## config.mk

```make
export PLATFORM = sky130hd
export DESIGN_NAME = cpyeng_regfile
export DESIGN_NICKNAME = d
export VERILOG_FILES = /design/src/rtl/cpyeng_pkg.sv /design/src/rtl/cpyeng_decode.sv /design/src/rtl/cpyeng_glob_regs.sv /design/src/rtl/cpyeng_chan_regs.sv /design/src/rtl/cpyeng_regfile.sv
export SDC_FILE = /design/constraint.sdc
export NUM_CORES = 2
export LEC_CHECK = 0
export ABC_AREA = 1
export BUFFER_PORTS_ARGS = -buffer_cell sky130_fd_sc_hd__buf_2
export CAP_MARGIN = 10
export CORE_MARGIN = 3
export CORE_UTILIZATION = 50
export CTS_CLUSTER_SIZE = 10
export DETAILED_ROUTE_END_ITERATION = 8
export GPL_TIMING_DRIVEN = 1
export PLACE_DENSITY_LB_ADDON = 0.15
export SYNTH_ARGS = -nofsm -noshare
export SYNTH_HDL_FRONTEND = slang
export SYNTH_SLANG_ARGS = --single-unit
```

## constraint.sdc

```tcl
create_clock -name clk -period 3.6 [get_ports clk]
set_clock_uncertainty 0.2 [all_clocks]
set_input_delay 0.72 -clock clk [delete_from_list [all_inputs] [get_ports clk]]
set_output_delay 0.72 -clock clk [all_outputs]
set_load 0.01 [all_outputs]
```

## src/rtl/cpyeng_pkg.sv

```systemverilog
package cpyeng_pkg;

    typedef enum logic [3:0] {
        TGT_NONE,
        TGT_G_COUNT,
        TGT_G_CAP,
        TGT_G_INTR,
        TGT_G_ATTN,
        TGT_C_CTRL,
        TGT_C_STAT,
        TGT_C_CHAIN_LO,
        TGT_C_CHAIN_HI,
        TGT_C_CMPL_LO,
        TGT_C_CMPL_HI,
        TGT_C_ERR,
        TGT_C_CMD
    } tgt_e;

    typedef enum logic [1:0] {
        ST_IDLE,
        ST_DECODE,
        ST_STROBE
    } fsm_e;

    localparam logic [1:0] SZ_B8  = 2'd0;
    localparam logic [1:0] SZ_B16 = 2'd1;
    localparam logic [1:0] SZ_B32 = 2'd2;
    localparam logic [1:0] SZ_B64 = 2'd3;

    localparam int WIN_BITS = 7;

    localparam logic [6:0] OFF_G_COUNT = 7'h00;
    localparam logic [6:0] OFF_G_CAP   = 7'h01;
    localparam logic [6:0] OFF_G_INTR  = 7'h02;
    localparam logic [6:0] OFF_G_ATTN  = 7'h04;

    localparam logic [6:0] OFF_C_CTRL     = 7'h00;
    localparam logic [6:0] OFF_C_STAT     = 7'h08;
    localparam logic [6:0] OFF_C_CHAIN_LO = 7'h10;
    localparam logic [6:0] OFF_C_CHAIN_HI = 7'h14;
    localparam logic [6:0] OFF_C_CMPL_LO  = 7'h18;
    localparam logic [6:0] OFF_C_CMPL_HI  = 7'h1C;
    localparam logic [6:0] OFF_C_ERR      = 7'h20;
    localparam logic [6:0] OFF_C_CMD      = 7'h28;

    localparam int          CTRL_INTDIS_BIT = 3;
    localparam int          CTRL_INUSE_BIT  = 8;
    localparam logic [15:0] CTRL_RESET      = 16'h0008;

endpackage

```

## src/rtl/cpyeng_decode.sv

```systemverilog
module cpyeng_decode
    import cpyeng_pkg::*;
#(
    parameter int NUM_CH = 4,
    parameter int ADDR_W = 16,
    parameter int CH_W   = 2
) (
    input  logic [ADDR_W-1:0] addr_i,
    input  logic [1:0]        size_i,
    output tgt_e              tgt_o,
    output logic [CH_W-1:0]   chan_o,
    output logic              bad_o
);
    localparam int IDX_W = ADDR_W - WIN_BITS;

    logic [IDX_W-1:0]    win;
    logic [IDX_W-1:0]    cidx;
    logic [WIN_BITS-1:0] off;

    always_comb begin
        win    = addr_i[ADDR_W-1:WIN_BITS];
        off    = addr_i[WIN_BITS-1:0];
        cidx   = win - 1'b1;
        chan_o = cidx[CH_W-1:0];
        tgt_o  = TGT_NONE;
        if (win == '0) begin
            case (off)
                OFF_G_COUNT: if (size_i == SZ_B8)  tgt_o = TGT_G_COUNT;
                OFF_G_CAP:   if (size_i == SZ_B8)  tgt_o = TGT_G_CAP;
                OFF_G_INTR:  if (size_i == SZ_B8)  tgt_o = TGT_G_INTR;
                OFF_G_ATTN:  if (size_i == SZ_B32) tgt_o = TGT_G_ATTN;
                default:     tgt_o = TGT_NONE;
            endcase
        end else if (int'(cidx) < NUM_CH) begin
            case (off)
                OFF_C_CTRL:     if (size_i == SZ_B16) tgt_o = TGT_C_CTRL;
                OFF_C_STAT:     if (size_i == SZ_B64) tgt_o = TGT_C_STAT;
                OFF_C_CHAIN_LO: if (size_i == SZ_B32 || size_i == SZ_B64) tgt_o = TGT_C_CHAIN_LO;
                OFF_C_CHAIN_HI: if (size_i == SZ_B32) tgt_o = TGT_C_CHAIN_HI;
                OFF_C_CMPL_LO:  if (size_i == SZ_B32 || size_i == SZ_B64) tgt_o = TGT_C_CMPL_LO;
                OFF_C_CMPL_HI:  if (size_i == SZ_B32) tgt_o = TGT_C_CMPL_HI;
                OFF_C_ERR:      if (size_i == SZ_B32) tgt_o = TGT_C_ERR;
                OFF_C_CMD:      if (size_i == SZ_B8)  tgt_o = TGT_C_CMD;
                default:        tgt_o = TGT_NONE;
            endcase
        end
        bad_o = (tgt_o == TGT_NONE);
    end
endmodule

```

## src/rtl/cpyeng_glob_regs.sv

```systemverilog
module cpyeng_glob_regs
    import cpyeng_pkg::*;
#(
    parameter int NUM_CH    = 4,
    parameter int XFER_LOG2 = 12
) (
    input  logic        clk,
    input  logic        rst_n,
    input  logic        acc_i,
    input  logic        wr_i,
    input  tgt_e        tgt_i,
    input  logic [63:0] wdata_i,
    input  logic [31:0] attn_set_i,
    output logic [63:0] rdata_o
);
    logic        intr_en_q;
    logic [31:0] attn_q;
    logic        rd_intr;
    logic        wr_intr;
    logic        rd_attn;

    assign rd_intr = acc_i && !wr_i && (tgt_i == TGT_G_INTR);
    assign wr_intr = acc_i &&  wr_i && (tgt_i == TGT_G_INTR);
    assign rd_attn = acc_i && !wr_i && (tgt_i == TGT_G_ATTN);

    always_ff @(posedge clk) begin
        if (!rst_n) begin
            intr_en_q <= 1'b0;
            attn_q    <= '0;
        end else begin
            if (wr_intr)      intr_en_q <= wdata_i[0];
            else if (rd_intr) intr_en_q <= 1'b0;
            attn_q <= (rd_attn ? 32'h0 : attn_q) | attn_set_i;
        end
    end

    always_comb begin
        case (tgt_i)
            TGT_G_COUNT: rdata_o = {56'h0, 8'(NUM_CH)};
            TGT_G_CAP:   rdata_o = {56'h0, 8'(XFER_LOG2)};
            TGT_G_INTR:  rdata_o = {63'h0, intr_en_q};
            TGT_G_ATTN:  rdata_o = {32'h0, attn_q};
            default:     rdata_o = '0;
        endcase
    end


    attn_clear_chk: assert property (@(posedge clk) disable iff (!rst_n)
        (rd_attn && attn_set_i == 32'h0) |=> (attn_q == 32'h0));


    intr_clear_chk: assert property (@(posedge clk) disable iff (!rst_n)
        rd_intr |=> !intr_en_q);
endmodule

```

## src/rtl/cpyeng_chan_regs.sv

```systemverilog
module cpyeng_chan_regs
    import cpyeng_pkg::*;
(
    input  logic        clk,
    input  logic        rst_n,
    input  logic        acc_i,
    input  logic        wr_i,
    input  tgt_e        tgt_i,
    input  logic [1:0]  size_i,
    input  logic [63:0] wdata_i,
    input  logic        cmd_clr_i,
    input  logic        busy_i,
    input  logic [63:0] status_i,
    input  logic [31:0] err_set_i,
    output logic [63:0] rdata_o,
    output logic [7:0]  cmd_o
);
    logic [15:0] ctrl_q;
    logic [15:0] ctrl_wv;
    logic [63:0] chain_q;
    logic [63:0] cmpl_q;
    logic [31:0] err_q;
    logic [7:0]  cmd_q;
    logic        wr;
    logic        rd;
    logic        full;

    assign wr   = acc_i &&  wr_i;
    assign rd   = acc_i && !wr_i;
    assign full = (size_i == SZ_B64);

    always_comb begin
        ctrl_wv = wdata_i[15:0];
        ctrl_wv[CTRL_INTDIS_BIT] = wdata_i[CTRL_INTDIS_BIT] ? 1'b0 : ctrl_q[CTRL_INTDIS_BIT];
    end

    always_ff @(posedge clk) begin
        if (!rst_n) begin
            ctrl_q  <= CTRL_RESET;
            chain_q <= '0;
            cmpl_q  <= '0;
            err_q   <= '0;
            cmd_q   <= '0;
        end else begin
            if (wr && tgt_i == TGT_C_CTRL)      ctrl_q <= ctrl_wv;
            else if (rd && tgt_i == TGT_C_CTRL) ctrl_q[CTRL_INUSE_BIT] <= 1'b1;

            if (wr && tgt_i == TGT_C_CHAIN_LO) begin
                if (full) chain_q <= wdata_i;
                else      chain_q[31:0] <= wdata_i[31:0];
            end else if (wr && tgt_i == TGT_C_CHAIN_HI) begin
                chain_q[63:32] <= wdata_i[31:0];
            end

            if (wr && tgt_i == TGT_C_CMPL_LO) begin
                if (full) cmpl_q <= wdata_i;
                else      cmpl_q[31:0] <= wdata_i[31:0];
            end else if (wr && tgt_i == TGT_C_CMPL_HI) begin
                cmpl_q[63:32] <= wdata_i[31:0];
            end

            err_q <= (err_q & ~((wr && tgt_i == TGT_C_ERR) ? wdata_i[31:0] : 32'h0)) | err_set_i;

            if (cmd_clr_i)                     cmd_q <= '0;
            else if (wr && tgt_i == TGT_C_CMD) cmd_q <= wdata_i[7:0];
        end
    end

    always_comb begin
        case (tgt_i)
            TGT_C_CTRL:     rdata_o = {48'h0, ctrl_q};
            TGT_C_STAT:     rdata_o = {status_i[63:1], status_i[0] | ~busy_i};
            TGT_C_CHAIN_LO: rdata_o = full ? chain_q : {32'h0, chain_q[31:0]};
            TGT_C_CHAIN_HI: rdata_o = {32'h0, chain_q[63:32]};
            TGT_C_CMPL_LO:  rdata_o = full ? cmpl_q : {32'h0, cmpl_q[31:0]};
            TGT_C_CMPL_HI:  rdata_o = {32'h0, cmpl_q[63:32]};
            TGT_C_ERR:      rdata_o = {32'h0, err_q};
            TGT_C_CMD:      rdata_o = {56'h0, cmd_q};
            default:        rdata_o = '0;
        endcase
    end

    assign cmd_o = cmd_q;


    cmd_clear_chk: assert property (@(posedge clk) disable iff (!rst_n)
        cmd_clr_i |=> (cmd_q == 8'h0));


    inuse_set_chk: assert property (@(posedge clk) disable iff (!rst_n)
        (rd && tgt_i == TGT_C_CTRL) |=> ctrl_q[CTRL_INUSE_BIT]);


    chain_hi_keeps_lo_chk: assert property (@(posedge clk) disable iff (!rst_n)
        (wr && tgt_i == TGT_C_CHAIN_HI) |=> (chain_q[31:0] == $past(chain_q[31:0])));
endmodule

```

## src/rtl/cpyeng_regfile.sv

```systemverilog
module cpyeng_regfile
    import cpyeng_pkg::*;
#(
    parameter int NUM_CH    = 4,
    parameter int ADDR_W    = 16,
    parameter int XFER_LOG2 = 12
) (
    input  logic                 clk,
    input  logic                 rst_n,
    input  logic                 req_valid_i,
    output logic                 req_ready_o,
    input  logic                 req_write_i,
    input  logic [ADDR_W-1:0]    req_addr_i,
    input  logic [1:0]           req_size_i,
    input  logic [63:0]          req_wdata_i,
    output logic                 rsp_valid_o,
    output logic [63:0]          rsp_rdata_o,
    output logic                 dec_err_o,
    input  logic [31:0]          attn_set_i,
    input  logic [NUM_CH-1:0]    ch_busy_i,
    input  logic [NUM_CH*64-1:0] ch_status_i,
    input  logic [NUM_CH*32-1:0] ch_err_set_i,
    output logic [NUM_CH-1:0]    cmd_pulse_o,
    output logic [7:0]           cmd_code_o
);
    localparam int CH_W = (NUM_CH > 1) ? $clog2(NUM_CH) : 1;

    fsm_e              state_q, state_d;
    logic              rq_write;
    logic [ADDR_W-1:0] rq_addr;
    logic [1:0]        rq_size;
    logic [63:0]       rq_wdata;
    tgt_e              tgt;
    logic [CH_W-1:0]   chan;
    logic              bad;
    logic              acc;
    logic              is_glob;
    logic              g_acc;
    logic [63:0]       g_rdata;
    logic [63:0]       rd_mux;
    logic [7:0]        cmd_mux;
    logic              rsp_valid_q;
    logic [63:0]       rsp_rdata_q;
    logic              dec_err_q;
    logic [NUM_CH-1:0] ch_sel;
    logic [NUM_CH-1:0] ch_acc;
    logic [NUM_CH-1:0] ch_clr;
    logic [63:0]       ch_rdata [NUM_CH];
    logic [7:0]        ch_cmd   [NUM_CH];

    cpyeng_decode #(.NUM_CH(NUM_CH), .ADDR_W(ADDR_W), .CH_W(CH_W)) u_decode (
        .addr_i (rq_addr),
        .size_i (rq_size),
        .tgt_o  (tgt),
        .chan_o (chan),
        .bad_o  (bad)
    );

    always_ff @(posedge clk) begin
        if (!rst_n) state_q <= ST_IDLE;
        else        state_q <= state_d;
    end

    always_comb begin
        state_d = state_q;
        unique case (state_q)
            ST_IDLE:   if (req_valid_i) state_d = ST_DECODE;
            ST_DECODE: state_d = (rq_write && tgt == TGT_C_CMD) ? ST_STROBE : ST_IDLE;
            ST_STROBE: state_d = ST_IDLE;
            default:   state_d = ST_IDLE;
        endcase
    end

    always_comb begin
        req_ready_o = 1'b0;
        acc         = 1'b0;
        unique case (state_q)
            ST_IDLE:   req_ready_o = 1'b1;
            ST_DECODE: acc = !bad;
            ST_STROBE: acc = 1'b0;
            default:   acc = 1'b0;
        endcase
        is_glob = (tgt == TGT_G_COUNT) || (tgt == TGT_G_CAP) ||
                  (tgt == TGT_G_INTR)  || (tgt == TGT_G_ATTN);
        g_acc   = acc && is_glob;
        for (int i = 0; i < NUM_CH; i++) begin
            ch_sel[i] = !is_glob && !bad && (chan == CH_W'(i));
            ch_acc[i] = acc && ch_sel[i];
            ch_clr[i] = (state_q == ST_STROBE) && ch_sel[i];
        end
    end

    always_ff @(posedge clk) begin
        if (!rst_n) begin
            rq_write <= 1'b0;
            rq_addr  <= '0;
            rq_size  <= '0;
            rq_wdata <= '0;
        end else if (state_q == ST_IDLE && req_valid_i) begin
            rq_write <= req_write_i;
            rq_addr  <= req_addr_i;
            rq_size  <= req_size_i;
            rq_wdata <= req_wdata_i;
        end
    end

    cpyeng_glob_regs #(.NUM_CH(NUM_CH), .XFER_LOG2(XFER_LOG2)) u_glob (
        .clk        (clk),
        .rst_n      (rst_n),
        .acc_i      (g_acc),
        .wr_i       (rq_write),
        .tgt_i      (tgt),
        .wdata_i    (rq_wdata),
        .attn_set_i (attn_set_i),
        .rdata_o    (g_rdata)
    );

    for (genvar g = 0; g < NUM_CH; g++) begin : g_chan
        cpyeng_chan_regs u_chan (
            .clk       (clk),
            .rst_n     (rst_n),
            .acc_i     (ch_acc[g]),
            .wr_i      (rq_write),
            .tgt_i     (tgt),
            .size_i    (rq_size),
            .wdata_i   (rq_wdata),
            .cmd_clr_i (ch_clr[g]),
            .busy_i    (ch_busy_i[g]),
            .status_i  (ch_status_i[g*64 +: 64]),
            .err_set_i (ch_err_set_i[g*32 +: 32]),
            .rdata_o   (ch_rdata[g]),
            .cmd_o     (ch_cmd[g])
        );
    end

    always_comb begin
        rd_mux  = is_glob ? g_rdata : 64'h0;
        cmd_mux = 8'h0;
        for (int i = 0; i < NUM_CH; i++) begin
            if (ch_sel[i]) begin
                rd_mux  = rd_mux | ch_rdata[i];
                cmd_mux = cmd_mux | ch_cmd[i];
            end
        end
    end

    always_ff @(posedge clk) begin
        if (!rst_n) begin
            rsp_valid_q <= 1'b0;
            rsp_rdata_q <= '0;
            dec_err_q   <= 1'b0;
        end else begin
            rsp_valid_q <= (state_q == ST_DECODE);
            rsp_rdata_q <= (state_q == ST_DECODE && !rq_write && !bad) ? rd_mux : 64'h0;
            dec_err_q   <= dec_err_q | (state_q == ST_DECODE && bad);
        end
    end

    assign rsp_valid_o = rsp_valid_q;
    assign rsp_rdata_o = rsp_rdata_q;
    assign dec_err_o   = dec_err_q;
    assign cmd_pulse_o = ch_clr;
    assign cmd_code_o  = (state_q == ST_STROBE) ? cmd_mux : 8'h0;


    err_sticky_chk: assert property (@(posedge clk) disable iff (!rst_n)
        dec_err_o |=> dec_err_o);


    rsp_timing_chk: assert property (@(posedge clk) disable iff (!rst_n)
        rsp_valid_o |-> $past(req_valid_i && req_ready_o, 2));


    pulse_onehot_chk: assert property (@(posedge clk) disable iff (!rst_n)
        $onehot0(cmd_pulse_o));


    pulse_single_chk: assert property (@(posedge clk) disable iff (!rst_n)
        (|cmd_pulse_o) |=> (cmd_pulse_o == '0));
endmodule

```

==> out/qor.log <==
[placed_design] placer congestion estimate 1.06
[route] final wirelength 237000 microns
[setup_path] Critical Path Fanout Max 6
[global_routing] global-route wire length before repair 325000 microns
[placed_design] Detailed Place HPWL 162000 microns
[route] via density per instance 6.12
[global_routing] GRT overflow 0
[setup_path] kind of critical path reg -> out
[status] run status finished with violations
[setup_path] endpoint of the worst register-to-register path rsp_rdata_o[12]
[power_and_ir_drop] Clock power frac 0.455
[sta] number of hold violations in the final report 0
[route] DRC violations left 0
[clock_tree] buffer depth of the longest clock path 3
[clock_tree] total clock sinks 920
[floorplan] y dimension of the die 303 microns
[sta] Min Clock Period, post-route 3970 ps
[floorplan] area of the die 92100 sq um
[floorplan] floorplan die width 303 microns
[sta] count of pins over their slew limit 0
[clock_tree] post-CTS clock slew at the launch and capture registers of the worst setup and hold paths 60 ps
[placed_design] total of buffers placed on input and output ports 584
[min_path] worst min-delay path category in -> reg
[sta] worst-margin pin slew 1130 ps
[synthesis] post-synthesis cell count 6804
[power_and_ir_drop] share of total power in combinational logic 0.066
[setup_path] number of cell instances on the worst register-to-register path 22
[power_and_ir_drop] Cell Int Power 16.5 mW
[clock_tree] CTS buffer count 106
[global_routing] Total GRT Usage 0.491
[setup_path] data required time at the worst endpoint 2680 ps
[route] drt pass-1 iters 9
[setup_path] worst setup path endpoint cmd_code_o[0]
[setup_path] worst-path cell with the longest stage delay sky130_fd_sc_hd__dfxtp_2
[cells_and_area] Final nets 7756
[cells_and_area] Area growth syn-to-layout 20.1%
[power_and_ir_drop] net load switching power 5.65 mW
[job] max cap viols 0
[power_and_ir_drop] static power due to leakage 23.8 nW
[global_routing] largest net degree at the start of global routing 151
[synthesis] mean cell area of the mapped netlist 6.50 sq um
[sta] normalized max-slew margin 0.240
[setup_path] launch instance of the worst register-to-register path rq_addr[13]
[global_routing] initial antenna violation count 16
[setup_path] FF-to-FF setup slack -20 ps
[clock_tree] CTS Hold Buffers Added 0
[setup_path] critical path launch point type flop
[route] antenna-violating nets left 0
[synthesis] register bit count reported by yosys 920
[synthesis] part of the Yosys area used for sequential elements 0.416
[sta] Final Setup Violations 15
[sta] share of the cycle needed by the critical path after routing 1.10
[clock_tree] Clk Tree Root Cell sky130_fd_sc_hd__clkbuf_16
[power_and_ir_drop] power density relative to cell area 417 nW/um^2
[global_routing] met1 usage in global routing 0.555
[cells_and_area] count of fill cells added during filler insertion 8448
[min_path] Min-Delay Path Depth 3
[global_routing] vias in the first global route 46.8k
[setup_path] source of the critical timing path rq_addr[13]
[status] failing checks setup timing
[synthesis] count of unique library cells instantiated by Yosys 31
[power_and_ir_drop] worst-case vdd ir drop 360 uV
[setup_path] data arrival at the endpoint of the critical path 3050 ps
[floorplan] effective utilization at floorplan 0.507
[sta] Highest Clock Rate 0.252 GHz
[global_routing] most heavily used metal layer in global routing met2
[synthesis] total standard cell area after synthesis 44200 sq um
[sta] RSZ-0062 raised after global routing yes
[setup_path] delay contributed by the slowest stage of the critical path 320 ps
[power_and_ir_drop] post-layout power 22.2 mW
[setup_path] critical path's most frequent cell sky130_fd_sc_hd__nor2_1
[power_and_ir_drop] sw frac 0.255
[placed_design] total cell area at the placement stage 49200 sq um
[global_routing] met2 track utilization from global routing 0.747
[clock_tree] later-pin clock latency in the skew report 710 ps
[clock_tree] TritonCTS clock tree done
[global_routing] met3 GRT Util 0.117
[synthesis] total nets after synthesis 7310
[cells_and_area] Non-Filler Cell Area, Final 53100 sq um
[setup_path] CP cell instances nor2_2, nand4_1, buf_4, nor2_1, nand2_1, buf_4, o21ai_4, nor2_2, nand2_1, nand2_2, clkinv_8, nand2_8, o22ai_4, nor2_1, nor2_1, buf_2
[setup_path] nature of the critical path endpoint primary output
[sta] slack of the critical path -374 ps
[synthesis] Warnings, synthesis 0
[floorplan] ports placed on the boundary 585
[route] mean routed wirelength per cell 28.1 microns
[route] iteration-0 DRC count of the detailed router 7378
[cells_and_area] layout cells sized above 1 0.153
[floorplan] placeable core region 87300 sq um
[route] total number of vias 51.7k
[clock_tree] H-Tree Depth 3
[floorplan] FP Rows 108
[power_and_ir_drop] Flop pwr share 0.479
==> what timing repair did <==
action	CTS	global route
cloned	0	12
buffers inserted	4	18
endpoints found under the setup margin	13	222
resized for setup	28	75
pin swaps	5	17
==> per-layer routing <==
| layer | vias up | wire length, microns |
|---|---|---|
| li1 | 23100 | - |
| met2 | 3861 | 101000 |
| met4 | 6 | 30200 |
| met5 | - | 38 |
| met3 | 1146 | 27500 |
| met1 | 23600 | 78800 |
==> cells in the final DEF (no fill, tap or decap), types with 21 or more instances in the layout <==
cell	count
sky130_fd_sc_hd__nand3_1	413
sky130_fd_sc_hd__o21ai_1	250
sky130_fd_sc_hd__nand2_1	1790
sky130_fd_sc_hd__nor2_1	559
sky130_fd_sc_hd__nand2_2	24
sky130_fd_sc_hd__a21oi_1	783
sky130_fd_sc_hd__a211oi_1	32
sky130_fd_sc_hd__buf_12	73
sky130_fd_sc_hd__buf_2	583
sky130_fd_sc_hd__nor2_4	39
sky130_fd_sc_hd__o21ai_0	901
sky130_fd_sc_hd__inv_1	459
sky130_fd_sc_hd__buf_4	166
sky130_fd_sc_hd__clkbuf_16	117
sky130_fd_sc_hd__dfxtp_1	917
sky130_fd_sc_hd__inv_2	21
==> power by group through the flow <==
stage	clock, mW	sequential, mW	combinational, mW
after CTS	10.0	10.6	1.40
after global routing	10.4	10.6	1.58
final	10.1	10.6	1.47
after detailed placement	0	10.8	1.39
after floorplan	0	10.7	0.707
after global placement	0	10.8	1.37
==> worst min-delay path by stage <==
stage	slack, ps	from	end
2_1_floorplan	220	g_chan[2].u_chan.ctrl_q[0]	g_chan[2].u_chan.ctrl_q[0]
3_3_place_gp	230	g_chan[0].u_chan.cmpl_q[12]	g_chan[0].u_chan.cmpl_q[12]
3_5_place_dp	240	g_chan[1].u_chan.ctrl_q[0]	g_chan[1].u_chan.ctrl_q[0]
4_1_cts	5	attn_set_i[22]	u_glob.attn_q[22]
5_1_grt	30	attn_set_i[19]	u_glob.attn_q[19]
6_report	10	attn_set_i[22]	u_glob.attn_q[22]
==> cells by family (layout without fill, tap and decap cells) <==
| logic type | after synthesis | after routing | synth area share |
|---|---|---|---|
| AND/OR/NAND/NOR | 2880 | 2882 | 0.262 |
| buffers and inverters | 992 | 1472 | 0.0904 |
| AO/OA/AOI/OAI | 2012 | 2012 | 0.231 |
| other | 0 | 11 | 0 |
| flip-flops | 920 | 920 | 0.416 |
==> per-stage QoR <==
step,cells,setup TNS [ps],setup slack (ps),util,hold slack (ps)
after floorplan,6804,0,517,-,223
after global placement,8264,-8.27,-8.27,0.563,232
after detailed placement,8264,0,45.3,0.563,236
after CTS,8412,-2230,-274,0.600,4.89
after global routing,8441,-6100,-511,0.608,25.2
final,8452,-3420,-374,0.609,13.6
==> critical path, delay by kind of cell (launching register included) <==
kind | cells | cell delay (ps)
buffers and inverters | 4 | 650
and+or+nand+nor | 10 | 990
DFF | 1 | 320
AOI/OAI and AO/OA | 2 | 370
==> Yosys cell counts, drive strengths merged <==
cell,n,area share
clkinv,3,0.00028
o211ai,17,0.0029
nor2,615,0.056
o22ai,19,0.0027
nand3b,1,0.00025
a211oi,32,0.0054
clkbuf,321,0.027
dfxtp,920,0.42
nor3,9,0.0010
a22oi,4,0.00068
a21oi,783,0.089
a21boi,1,0.00017
inv,486,0.041
nand2,1825,0.16
nor3b,2,0.00034
nand4,8,0.0011
o21ai,1155,0.13
buf,182,0.022
a32oi,1,0.00020
nand3,419,0.047
or2,1,0.00014
==> registers in the layout, summed over array words and instances (netlist names) <==
register / flops
g_chan.u_chan.cmd_o: 32
rq_addr: 16
dec_err_o: 1
g_chan.u_chan.err_q: 128
rq_size: 2
g_chan.u_chan.chain_q: 256
g_chan.u_chan.cmpl_q: 256
rq_wdata: 64
rsp_valid_o: 1
u_glob.attn_q: 32
rsp_rdata_o: 64
state_q: 2
u_glob.intr_en_q: 1
rq_write: 1
g_chan.u_chan.ctrl_q: 64
==> final cells by class <==
cell class	count	area, sq um	area share
antenna	11	27.5	0.000518
clock buffer	135	2900	0.0546
clock inverter	9	148	0.00278
inverter	489	1870	0.0351
multi-input combinational	4894	22300	0.420
sequential	920	18400	0.347
tap	1155	1450	0.0272
timing repair buffer	839	6010	0.113
(Power assumes the default switching activity.)
